$ cat src/rtl/dmvc_pkg.sv
// Shared types for the direct-mapped cache tag model.
// Assumes a 2-bit operation code; outcome codes are visible at the ports.
package dmvc_pkg;
    typedef enum logic [1:0] {
        KIND_NONE = 2'd0,
        KIND_MAIN = 2'd1,
        KIND_VIC  = 2'd2,
        KIND_MISS = 2'd3
    } kind_e;

    localparam logic [1:0] OP_END = 2'd0;
    localparam logic [1:0] OP_RD  = 2'd1;
    localparam logic [1:0] OP_WR  = 2'd2;
endpackage

$ cat src/rtl/dmvc_main_array.sv
// Direct-mapped tag store: one tag, valid and dirty bit per set.
// Reads are combinational on idx. A write fills the indexed set and marks it valid.
// Assumes the caller keeps idx stable while wr_en is asserted.
module dmvc_main_array #(
    parameter int IDX_W = 4,
    parameter int TAG_W = 25
) (
    input  logic             clk,
    input  logic             rst_n,
    input  logic [IDX_W-1:0] idx,
    output logic [TAG_W-1:0] rd_tag,
    output logic             rd_valid,
    output logic             rd_dirty,
    input  logic             wr_en,
    input  logic [TAG_W-1:0] wr_tag,
    input  logic             wr_dirty
);
    localparam int SETS = 1 << IDX_W;

    logic [TAG_W-1:0] tag_q [SETS];
    logic [SETS-1:0]  val_q;
    logic [SETS-1:0]  dty_q;

    // Valid and dirty flags; reset invalidates every set.
    always_ff @(posedge clk) begin
        if (!rst_n) begin
            val_q <= '0;
            dty_q <= '0;
        end else if (wr_en) begin
            val_q[idx] <= 1'b1;
            dty_q[idx] <= wr_dirty;
        end
    end

    // Tag storage, meaningful only where the valid flag is set.
    always_ff @(posedge clk) begin
        if (wr_en) tag_q[idx] <= wr_tag;
    end

    // Combinational read of the indexed set.
    always_comb begin
        rd_tag   = tag_q[idx];
        rd_valid = val_q[idx];
        rd_dirty = dty_q[idx];
    end

    // A written set must read back as valid afterwards.
    p_fill_valid_r2: assert property (@(posedge clk) disable iff (!rst_n)
        wr_en |=> val_q[$past(idx)]);
endmodule

$ cat src/rtl/dmvc_victim_buf.sv
// Fully associative victim buffer with full block addresses and LRU ages.
// Ages form a permutation 0..N-1, where 0 is the most recently used slot.
// A swap rewrites the slot that hit. A push fills the first empty slot,
// or the oldest slot when none is empty.
// Assumes upd_swap is only asserted while hit is high.
module dmvc_victim_buf #(
    parameter int BLK_W = 29,
    parameter int N     = 2
) (
    input  logic             clk,
    input  logic             rst_n,
    input  logic [BLK_W-1:0] look_blk,
    output logic             hit,
    output logic             hit_dirty,
    input  logic             upd_en,
    input  logic             upd_swap,
    input  logic [BLK_W-1:0] new_blk,
    input  logic             new_valid,
    input  logic             new_dirty,
    output logic             drop_wb
);
    localparam int SLOT_W = (N > 1) ? $clog2(N) : 1;
    localparam logic [SLOT_W-1:0] OLDEST = SLOT_W'(N - 1);

    logic [BLK_W-1:0]  blk_q [N];
    logic [SLOT_W-1:0] age_q [N];
    logic [N-1:0]      v_q;
    logic [N-1:0]      d_q;
    logic [N-1:0]      hit_vec;
    logic [SLOT_W-1:0] hit_slot, push_slot, tgt_slot, tgt_age;
    logic              found_free;

    // Per-slot address comparators.
    for (genvar i = 0; i < N; i++) begin : g_cmp
        assign hit_vec[i] = v_q[i] && (blk_q[i] == look_blk);
    end

    // Encode the hit slot and pick the slot a push would fill.
    always_comb begin
        hit_slot   = '0;
        push_slot  = '0;
        found_free = 1'b0;
        for (int i = N - 1; i >= 0; i--) begin
            if (hit_vec[i]) hit_slot = SLOT_W'(i);
            if (age_q[i] == OLDEST && !found_free) push_slot = SLOT_W'(i);
        end
        for (int i = 0; i < N; i++) begin
            if (!v_q[i] && !found_free) begin
                push_slot  = SLOT_W'(i);
                found_free = 1'b1;
            end
        end
        tgt_slot  = upd_swap ? hit_slot : push_slot;
        tgt_age   = age_q[tgt_slot];
        hit       = |hit_vec;
        hit_dirty = d_q[hit_slot];
        drop_wb   = upd_en && !upd_swap && v_q[push_slot] && d_q[push_slot];
    end

    // Rewrite the target slot and age the slots that were more recent than it.
    always_ff @(posedge clk) begin
        if (!rst_n) begin
            v_q <= '0;
            d_q <= '0;
            for (int i = 0; i < N; i++) age_q[i] <= SLOT_W'(i);
        end else if (upd_en) begin
            for (int i = 0; i < N; i++) begin
                if (SLOT_W'(i) == tgt_slot) begin
                    blk_q[i] <= new_blk;
                    v_q[i]   <= new_valid;
                    d_q[i]   <= new_dirty;
                    age_q[i] <= '0;
                end else if (age_q[i] < tgt_age) begin
                    age_q[i] <= age_q[i] + 1'b1;
                end
            end
        end
    end

    // A write-back is only possible once every slot is occupied.
    p_drop_full_r5: assert property (@(posedge clk) disable iff (!rst_n)
        drop_wb |-> (&v_q));

    // At most one slot may match a looked-up block.
    p_single_match_r4: assert property (@(posedge clk) disable iff (!rst_n)
        $onehot0(hit_vec));

    // Ages remain pairwise distinct, so the recency order is always total.
    for (genvar i = 0; i < N; i++) begin : g_age_chk
        for (genvar j = i + 1; j < N; j++) begin : g_pair
            p_ages_distinct_r4: assert property (@(posedge clk) disable iff (!rst_n)
                age_q[i] != age_q[j]);
        end
    end
endmodule

$ cat src/rtl/dmvc_stats.sv
// Statistics counters: references, one counter per outcome, write-backs and access cycles.
// Assumes acc_kind is one of the three outcome codes whenever acc_en is high.
module dmvc_stats
    import dmvc_pkg::*;
#(
    parameter int CNT_W     = 32,
    parameter int COST_MAIN = 1,
    parameter int COST_VIC  = 2,
    parameter int COST_MISS = 50
) (
    input  logic             clk,
    input  logic             rst_n,
    input  logic             acc_en,
    input  kind_e            acc_kind,
    input  logic             acc_wb,
    output logic [CNT_W-1:0] refs,
    output logic [CNT_W-1:0] n_main,
    output logic [CNT_W-1:0] n_vic,
    output logic [CNT_W-1:0] n_miss,
    output logic [CNT_W-1:0] n_wb,
    output logic [CNT_W-1:0] cycles
);
    logic [CNT_W-1:0] cost;

    // Access cost of the current outcome.
    always_comb begin
        case (acc_kind)
            KIND_MAIN: cost = CNT_W'(COST_MAIN);
            KIND_VIC:  cost = CNT_W'(COST_VIC);
            default:   cost = CNT_W'(COST_MISS);
        endcase
    end

    // Bump the counters for one accepted reference.
    always_ff @(posedge clk) begin
        if (!rst_n) begin
            refs   <= '0;
            n_main <= '0;
            n_vic  <= '0;
            n_miss <= '0;
            n_wb   <= '0;
            cycles <= '0;
        end else if (acc_en) begin
            refs   <= refs + 1'b1;
            cycles <= cycles + cost;
            if (acc_wb) n_wb <= n_wb + 1'b1;
            case (acc_kind)
                KIND_MAIN: n_main <= n_main + 1'b1;
                KIND_VIC:  n_vic  <= n_vic + 1'b1;
                default:   n_miss <= n_miss + 1'b1;
            endcase
        end
    end

    // Every reference is counted under exactly one outcome.
    p_outcome_sum_r7: assert property (@(posedge clk) disable iff (!rst_n)
        refs == n_main + n_vic + n_miss);

    // The cycle total moves only by one of the three access costs.
    p_cycle_step_r8: assert property (@(posedge clk) disable iff (!rst_n)
        acc_en |=> (cycles - $past(cycles) == CNT_W'(COST_MAIN)) ||
                   (cycles - $past(cycles) == CNT_W'(COST_VIC))  ||
                   (cycles - $past(cycles) == CNT_W'(COST_MISS)));
endmodule

$ cat src/rtl/dmvc_cache.sv
// Top level of the tag-only direct-mapped cache with a victim buffer.
// Classifies each read or write, moves lines between the main array and the
// victim buffer, and reports the outcome one clock after acceptance.
// Assumes one reference per cycle at most. It applies no back-pressure.
module dmvc_cache
    import dmvc_pkg::*;
#(
    parameter int ADDR_W    = 32,
    parameter int OFF_W     = 3,
    parameter int IDX_W     = 4,
    parameter int VIC_N     = 2,
    parameter int CNT_W     = 32,
    parameter int COST_MAIN = 1,
    parameter int COST_VIC  = 2,
    parameter int COST_MISS = 50
) (
    input  logic              clk,
    input  logic              rst_n,
    input  logic              req_valid,
    input  logic [1:0]        req_op,
    input  logic [ADDR_W-1:0] req_addr,
    output logic              rsp_valid,
    output logic [1:0]        rsp_kind,
    output logic              rsp_wb,
    output logic              done,
    output logic [CNT_W-1:0]  cnt_refs,
    output logic [CNT_W-1:0]  cnt_main,
    output logic [CNT_W-1:0]  cnt_vic,
    output logic [CNT_W-1:0]  cnt_miss,
    output logic [CNT_W-1:0]  cnt_wb,
    output logic [CNT_W-1:0]  cnt_cycles
);
    localparam int TAG_W = ADDR_W - OFF_W - IDX_W;
    localparam int BLK_W = ADDR_W - OFF_W;

    logic [IDX_W-1:0] idx;
    logic [TAG_W-1:0] tag, m_tag;
    logic [BLK_W-1:0] blk;
    logic             is_rd, is_wr, is_end, accept;
    logic             m_valid, m_dirty, main_hit;
    logic             v_hit, v_dirty, v_upd, drop_wb;
    logic             m_wr_en, m_wr_dirty;
    kind_e            kind;

    // Decode the request and split the address into its fields.
    always_comb begin
        idx    = req_addr[OFF_W +: IDX_W];
        tag    = req_addr[ADDR_W-1 -: TAG_W];
        blk    = req_addr[ADDR_W-1 -: BLK_W];
        is_rd  = (req_op == OP_RD);
        is_wr  = (req_op == OP_WR);
        is_end = (req_op == OP_END) && (req_addr == '0);
        accept = req_valid && !done && (is_rd || is_wr);
    end

    dmvc_main_array #(.IDX_W(IDX_W), .TAG_W(TAG_W)) main_i (
        .clk      (clk),
        .rst_n    (rst_n),
        .idx      (idx),
        .rd_tag   (m_tag),
        .rd_valid (m_valid),
        .rd_dirty (m_dirty),
        .wr_en    (m_wr_en),
        .wr_tag   (tag),
        .wr_dirty (m_wr_dirty)
    );

    dmvc_victim_buf #(.BLK_W(BLK_W), .N(VIC_N)) vic_i (
        .clk       (clk),
        .rst_n     (rst_n),
        .look_blk  (blk),
        .hit       (v_hit),
        .hit_dirty (v_dirty),
        .upd_en    (v_upd),
        .upd_swap  (v_hit),
        .new_blk   ({m_tag, idx}),
        .new_valid (m_valid),
        .new_dirty (m_dirty),
        .drop_wb   (drop_wb)
    );

    // Classify the outcome and plan the line moves.
    always_comb begin
        main_hit = m_valid && (m_tag == tag);
        if (main_hit)   kind = KIND_MAIN;
        else if (v_hit) kind = KIND_VIC;
        else            kind = KIND_MISS;
        m_wr_en    = accept && (is_wr || !main_hit);
        m_wr_dirty = main_hit ? 1'b1 : (v_hit ? (v_dirty || is_wr) : is_wr);
        v_upd      = accept && !main_hit && (v_hit || m_valid);
    end

    dmvc_stats #(
        .CNT_W     (CNT_W),
        .COST_MAIN (COST_MAIN),
        .COST_VIC  (COST_VIC),
        .COST_MISS (COST_MISS)
    ) stats_i (
        .clk      (clk),
        .rst_n    (rst_n),
        .acc_en   (accept),
        .acc_kind (kind),
        .acc_wb   (drop_wb),
        .refs     (cnt_refs),
        .n_main   (cnt_main),
        .n_vic    (cnt_vic),
        .n_miss   (cnt_miss),
        .n_wb     (cnt_wb),
        .cycles   (cnt_cycles)
    );

    // Register the response and the sticky end-of-stream flag.
    always_ff @(posedge clk) begin
        if (!rst_n) begin
            rsp_valid <= 1'b0;
            rsp_kind  <= KIND_NONE;
            rsp_wb    <= 1'b0;
            done      <= 1'b0;
        end else begin
            rsp_valid <= accept;
            rsp_kind  <= accept ? kind : KIND_NONE;
            rsp_wb    <= accept && drop_wb;
            if (req_valid && is_end) done <= 1'b1;
        end
    end

    // A line is never resident in both structures at once.
    p_exclusive_r3: assert property (@(posedge clk) disable iff (!rst_n)
        accept |-> !(main_hit && v_hit));

    // Once the end marker is seen the flag holds until reset.
    p_done_sticky_r9: assert property (@(posedge clk) disable iff (!rst_n)
        done |=> done);

    // A request that is not accepted yields no response.
    p_ignored_r10: assert property (@(posedge clk) disable iff (!rst_n)
        !accept |=> !rsp_valid);

    // A write-back is reported only together with a full miss.
    p_wb_on_miss_r5: assert property (@(posedge clk) disable iff (!rst_n)
        rsp_wb |-> (rsp_valid && rsp_kind == 2'd3));
endmodule

$ cat config.mk
export PLATFORM = sky130hd
export DESIGN_NAME = dmvc_cache
export DESIGN_NICKNAME = d
export VERILOG_FILES = /design/src/rtl/dmvc_pkg.sv /design/src/rtl/dmvc_main_array.sv /design/src/rtl/dmvc_victim_buf.sv /design/src/rtl/dmvc_stats.sv /design/src/rtl/dmvc_cache.sv
export SDC_FILE = /design/constraint.sdc
export NUM_CORES = 1
export LEC_CHECK = 0
export BUFFER_PORTS_ARGS = -buffer_cell sky130_fd_sc_hd__clkbuf_2
export CAP_MARGIN = 10
export CELL_PAD_IN_SITES_DETAIL_PLACEMENT = 0
export CELL_PAD_IN_SITES_GLOBAL_PLACEMENT = 1
export CORE_MARGIN = 3
export CORE_UTILIZATION = 50
export CTS_CLUSTER_DIAMETER = 120
export DETAILED_ROUTE_END_ITERATION = 12
export GPL_ROUTABILITY_DRIVEN = 0
export PLACE_DENSITY = 0.89
export SYNTH_ARGS = -nofsm -noshare
export SYNTH_HDL_FRONTEND = slang
export SYNTH_HIERARCHICAL = 1
export SYNTH_SLANG_ARGS = --single-unit
$ cat constraint.sdc
create_clock -name clk -period 5.8 [get_ports clk]
set_clock_uncertainty 0.15 [all_clocks]
set_input_delay 0.29 -clock clk [delete_from_list [all_inputs] [get_ports clk]]
set_output_delay 0.29 -clock clk [all_outputs]
set_load 0.02 [all_outputs]
Word-level counts from Yosys, hierarchy flattened:

Memory sizes are Yosys's and may differ from the RTL's.
Cells that the tools add are included.

* bitwise operators: 7
* add/subtract/negate cells: 8
* equal/unequal tests: 7
* $lt $le $gt $ge: 6
* reductions and logical operators: 36
* muxes and demuxes: 53

Operators by type and width (number)
* adder 32 x 1 -> 32 bit (second input constant): 5
* == test 29 bit: 2
* 2-to-1 mux 1 bit: 46
* adder 32 x 6 -> 32 bit: 1
* logical NOT 32 bit: 1
* 2-to-1 mux 29 bit: 1
* OR reduction 29 bit: 1
* == test 25 bit: 1
* bitwise mux 16 bit: 1
* logical AND 1 bit: 16
* OR 16 bit: 1
* AND reduction 2 bit: 7
* case mux 6 bit (2 select lines): 1
* binary-select mux 1 bit (select 4 bit): 2
* < comparator 4 x 5 -> 1 bit (second input constant): 1
* demux 1 bit (select 4 bit): 1
* == test 2 x 1 -> 1 bit (second input constant): 2
* == test 2 bit (second input constant): 2
* greater-or-equal comparator 4 x 1 -> 1 bit (second input constant): 1
* logical NOT 1 bit: 4
* logical OR 1 bit: 4
* < comparator 1 x 2 -> 1 bit (second input constant): 2
* OR 1 bit: 4
* OR reduction 2 bit: 2
* other kinds (5): 8

* output and inout port bits: 197
* word-level logic and storage cells: 136
* bits in writable memories: 460
* register bits after elaboration: 233
* memories: 3

Memory list
* main_i.tag_q: words 16, width 25, rd ports 1, clocked after Yosys merged registers in 0, wr ports 1, line dmvc_main_array.sv:20 `logic [TAG_W-1:0] tag_q [SETS];`
* vic_i.blk_q: words 2, width 29, rd ports 2, clocked after Yosys merged registers in 0, wr ports 1, line dmvc_victim_buf.sv:25 `logic [BLK_W-1:0] blk_q [N];`
* vic_i.age_q: words 2, width 1, rd ports 3, clocked after Yosys merged registers in 0, wr ports 2, line dmvc_victim_buf.sv:26 `logic [SLOT_W-1:0] age_q [N];`

Longest topological paths before layout:

An unclocked memory read counts as a cell.

* depth in word-level cells: 14
* depth in mapped cells: 21
* gate-level depth less buffers: 15

Hierarchy:

Netlist, hierarchy kept.

By module, submodules not included
* dmvc_main_array: instances 1, cells an instance 779, area each 16494.6 um^2
* dmvc_stats: instances 1, cells an instance 1103, area each 9362.7 um^2
* dmvc_victim_buf: instances 1, cells an instance 180, area each 2755.1 um^2
* dmvc_cache: instances 1, cells an instance 67, area each 564.3 um^2

Worst setup path before layout:

OpenSTA, ideal clock, no wires.

* path type: input to register
* start: input req_addr[3]
* end: register stats_i.cycles[13]
* stages: 20
* data arrival time: 4.804 ns
* data required time: 5.535 ns
* setup slack: 0.732 ns
* path through: buf_4 > buf_4 > mux4_2 > a22oi_1 > nand2_1 > xor2_1 > nor4_1 > nand3_1 > or4_1 > buf_2 > nand2_1 > inv_1 > ha_1 > ha_1 > and4_1 > a221oi_1 > clkbuf_1 > clkbuf_1 > nor4_1 > o21a_1

* elaborated cells on any way between the ends: 16
* those cells by class: 1 x add/sub; 5 x eq/ne; 5 x mux; 4 x reduce/logical; 1 x memory

RTL lines
* start: declaration: line dmvc_cache.sv:21 `input logic [ADDR_W-1:0] req_addr,`
* memory read (16 x 25 bit) (*)
* net m_tag[2]: line dmvc_cache.sv:37 `logic [TAG_W-1:0] tag, m_tag;`
* == test 25 bit (*): line dmvc_cache.sv:84 `main_hit = m_valid && (m_tag == tag);`
* logical AND 1 bit (*): line dmvc_cache.sv:84
* 2-to-1 mux 2 bit (*): line dmvc_cache.sv:85 `if (main_hit) kind = KIND_MAIN;`
* net kind[1]: line dmvc_cache.sv:43 `kind_e kind;`
* == test 2 bit / == test 2 x 1 -> 1 bit (equally long branches): line dmvc_stats.sv:27 `case (acc_kind)`
* case mux 6 bit (2 select lines) (*): line dmvc_stats.sv:27
* adder 32 x 6 -> 32 bit (*): line dmvc_stats.sv:45 `cycles <= cycles + cost;`
* end signal: assignment: line dmvc_stats.sv:45
* end: declaration: line dmvc_stats.sv:21 `output logic [CNT_W-1:0] cycles`

The timed path passes the listed nets; every way through them passes the cells marked *. The select of a mux whose other input is x is not followed.
A chain may end at the register's enable or synchronous reset.

Final worst setup path:

* start: input req_addr[5]
* end: register stats_i.n_miss[27]

* elaborated cells on any way between the ends: 17
* those cells by class: 5 x eq/ne; 4 x mux; 1 x bitwise; 6 x reduce/logical; 1 x memory

RTL lines
* memory read (16 x 25 bit) (*)
* net m_tag[21]: line dmvc_cache.sv:37
* == test 25 bit (*): line dmvc_cache.sv:84
* logical AND 1 bit (*): line dmvc_cache.sv:84
* 2-to-1 mux 2 bit (*): line dmvc_cache.sv:85
* net kind[0]: line dmvc_cache.sv:43
* == test 2 x 1 -> 1 bit / == test 2 bit (equally long branches): line dmvc_stats.sv:47 `case (acc_kind)`
* OR reduction 2 bit (no line) (*)
* NOT 1 bit (no line) (*)
* AND reduction 2 bit (no line) (*)
* end signal: assignment: line dmvc_stats.sv:50 `default: n_miss <= n_miss + 1'b1;`
* end: declaration: line dmvc_stats.sv:19 `output logic [CNT_W-1:0] n_miss,`

Marked as above.

==> impl_metrics.json <==
{
  "final_cells": 3188,
  "synth_top_family_by_area": "simple AND/OR/NAND/NOR gates",
  "startpoint_type": "primary input",
  "vias": 19925,
  "yosys-top-cells-area": "edfxtp_1 47%, dfxtp_1 16%, mux4_2 8.3%, xnor2_1 2.3%, a21oi_1 2.1%",
  "syn_avg_cell_area_sq_um": 13.7,
  "ios": 234,
  "post-route-drc-count": 0,
  "crit_required_ns": 6.13,
  "r2r-start": "main_i/tag_q[2][21]",
  "drt-total-wl_um": 74200,
  "cpPeakStageDelay_ns": 0.69,
  "dp_cells": 3052,
  "synth-edff-count": 460,
  "hold_class": "primary input to flip-flop",
  "path_buf_inv": 5,
  "slowest_stage": "or4_1",
  "fin_nets": 2425,
  "synthCells": 2129,
  "cp.depth": 18,
  "arrival_ns": 5.60,
  "grt-ovfl-total": 0,
  "dieArea_sq_mm": 0.0613,
  "die_w_um": 248,
  "min_period_ns": 5.28,
  "grt_pass1_wl_um": 112000,
  "fmax_mhz": 190,
  "max_slew_margin_pct": 20.8,
  "status": "finished clean",
  "p_per_area_mw_per_mm2": 309,
  "grt_max_degree": 97,
  "wl_per_cell_um": 23.3,
  "drtIter0Drc": 2208,
  "rsz0062_at_grt": "no",
  "critPathTopFamily": "simple AND/OR/NAND/NOR gates",
  "cts_hold_buf": 2,
  "cts_sinks": 693,
  "rows": 87,
  "synth_compound_area_share_pct": 7.60,
  "finalMaxSlewViolations": 0,
  "synth_area_sq_mm": 0.0292,
  "min_from": "req_addr[26]",
  "initial_core_util_pct": 51.2,
  "antenna_found_initial": 4,
  "io_buffers": 233,
  "synth_cell_types": 60,
  "worstPathMaxFanout": 19,
  "synth_nets": 2181,
  "synth_common_cells": "460 x edfxtp_1, 233 x dfxtp_1, 134 x nand2_1",
  "yosysSeqAreaShare_pct": 63.3,
  "viasPerCell": 6.25,
  "cts_resized": 0,
  "synth_top_cell_area_share_pct": 47.3,
  "synthArstFlopShare_pct": 0,
  "ys_warn_count": 6,
  "post-dp-hpwl_um": 46500,
  "synth_mux_area_share_pct": 9.27,
  "synthAdderAreaFrac_pct": 0.669,
  "tightest_slew_ns": 1.18,
  "setup_viol": 0,
  "ant_nets": 0,
  "maxCapViolCount": 0,
  "critical_path_class": "primary input to flip-flop",
  "ir_worst_vdd_uv": 269,
  "clock_latency_ns": 0.63,
  "gr-usage-all-layers_pct": 23.8,
  "clockBufferDepth": 3,
  "first_pass_iters": 5,
  "grt_pass1_vias": 19201,
  "synth-main-ff-cell": "edfxtp_1",
  "cts_made_buffers": 73,
  "ys_ff_latch": 693,
  "rr_worst_depth": 15,
  "synth-xor-area-share_pct": 4.20,
  "synth.most_common_cell": "edfxtp_1",
  "cp_cell_sequence": "dlygate4sd3_1 -> clkbuf_2 -> nor2b_2 -> buf_4 -> a22oi_1 -> nand2_1 -> xor2_1 -> nor4_1 -> nand3_1 -> or4_1 -> nand2_1 -> inv_1 -> ha_1 -> buf_4 -> and4_1 -> nand4_1 -> o311ai_0 -> o41ai_1",
  "power_leakage_nw": 11.2,
  "area_growth_pct": 15.5,
  "yosys.area.top_type": "edfxtp_1",
  "fin_setup_tns_ns": 0,
  "hold_violations": 0,
  "holdPathStages": 1,
  "cts_tree": "done",
  "crit_start": "req_addr[5]",
  "root_buffer": "clkbuf_16",
  "post_cts_buffers": 0,
  "core_area_sq_mm": 0.0570,
  "htreeDepth": 3,
  "period_share_pct": 91.0,
  "crit_path_end_kind": "flip-flop",
  "layout-drive-gt1-share_pct": 22.3,
  "synthSimpleGateAreaFrac_pct": 12.5,
  "fin_total_pwr_mw": 10.4,
  "die_h_um": 248,
  "clkTransAtPathRegs_ns": 0.06
}
## layout make-up
type	instances	area, sq um
antenna	4	10.0
clock buffer	97	2000
clock inverter	33	365
fill	4319	23300
inverter	36	138
multi-input combinational	1280	10100
sequential	693	18500
tap	756	946
timing repair buffer	289	1660
## kinds of logic after synthesis
family,Yosys count
simple gates,644
compound gates,346
xor+xnor,140
mux,135
flops,693
buf+inv,156
fa+ha+maj,15
## path summary, 6_finish.rpt
| path | to | slack [ns] |
|---|---|---|
| max | stats_i/n_miss[27] | 0.52 |
| min | main_i/tag_q[8][19] | 0.03 |
| max reg2reg | stats_i/n_miss[27] | 0.58 |
| min reg2reg | main_i/val_q[9] | 0.31 |
## sequential cells by signal (all words and copies together), names as in the netlist, 32 cells and up
name            count
stats_i/cycles     32
stats_i/refs       32
stats_i/n_vic      32
vic_i/blk_q        58
stats_i/n_wb       32
stats_i/n_miss     32
stats_i/n_main     32
main_i/tag_q      400
## layer usage
| layer | vias up | track usage [%] | share of wire (%) |
|---|---|---|---|
| met5 | - | 0 | 0.027 |
| met4 | 2 | 9.27 | 3.5 |
| met3 | 160 | 4.26 | 8.6 |
| met2 | 961 | 39.4 | 49 |
| met1 | 9952 | 31.6 | 39 |
| li1 | 8850 | - | - |
## per-stage QoR
step | hold WS (ns) | instance area, sq um | utilization, % | setup slack [ns]
after floorplan | 0.239 | 29200 | - | 0.732
after global routing | 0.0258 | 33700 | 59.1 | 0.309
after global placement | 0.291 | 31300 | 54.9 | 0.270
after detailed placement | 0.304 | 31300 | 54.9 | 0.165
final | 0.0313 | 33700 | 59.1 | 0.525
after CTS | 0.000517 | 33700 | 59.1 | 0.639
## worst reg2reg max path: stages, from the launching register on
cell,delay [ns]
edfxtp_1,0.40
mux4_2,0.48
a22oi_1,0.25
nand2_1,0.17
xor2_1,0.17
nor4_1,0.42
nand3_1,0.18
or4_1,0.69
nand2_1,0.19
inv_1,0.06
ha_1,0.33
buf_4,0.18
and4_1,0.20
nand4_1,0.48
o311ai_0,0.58
o41ai_1,0.14
## layout by cell type, fill, tap and decap left out, types with 8 or more instances in the layout
master and instances:
nor3_1 15, mux4_2 108, nand2_1 134, or3_1 40, buf_4 50, or4_1 77, xor2_1 63, clkbuf_2 230
o21ai_0 44, mux2i_1 26, nand4_1 66, nor2_1 61, nand2b_1 28, ha_1 14, xnor2_1 77, nor4_1 39
and3_1 9, inv_1 35, o41ai_1 8, dfxtp_1 233, edfxtp_1 460, clkinv_1 10, clkbuf_1 17, nor3_2 8
and4_1 30, o21a_1 21, clkinv_2 9, clkbuf_16 75, a22oi_1 54, o31ai_1 73, a21oi_1 123, and2_1 13
nand3_1 78
## report_power, final
| group | switching (mW) | internal [mW] |
|---|---|---|
| clock | 1.94 | 2.64 |
| combinational | 0.328 | 0.175 |
| sequential | 0.0194 | 5.32 |
| total | 2.28 | 8.13 |
(Power assumes the default switching activity.)
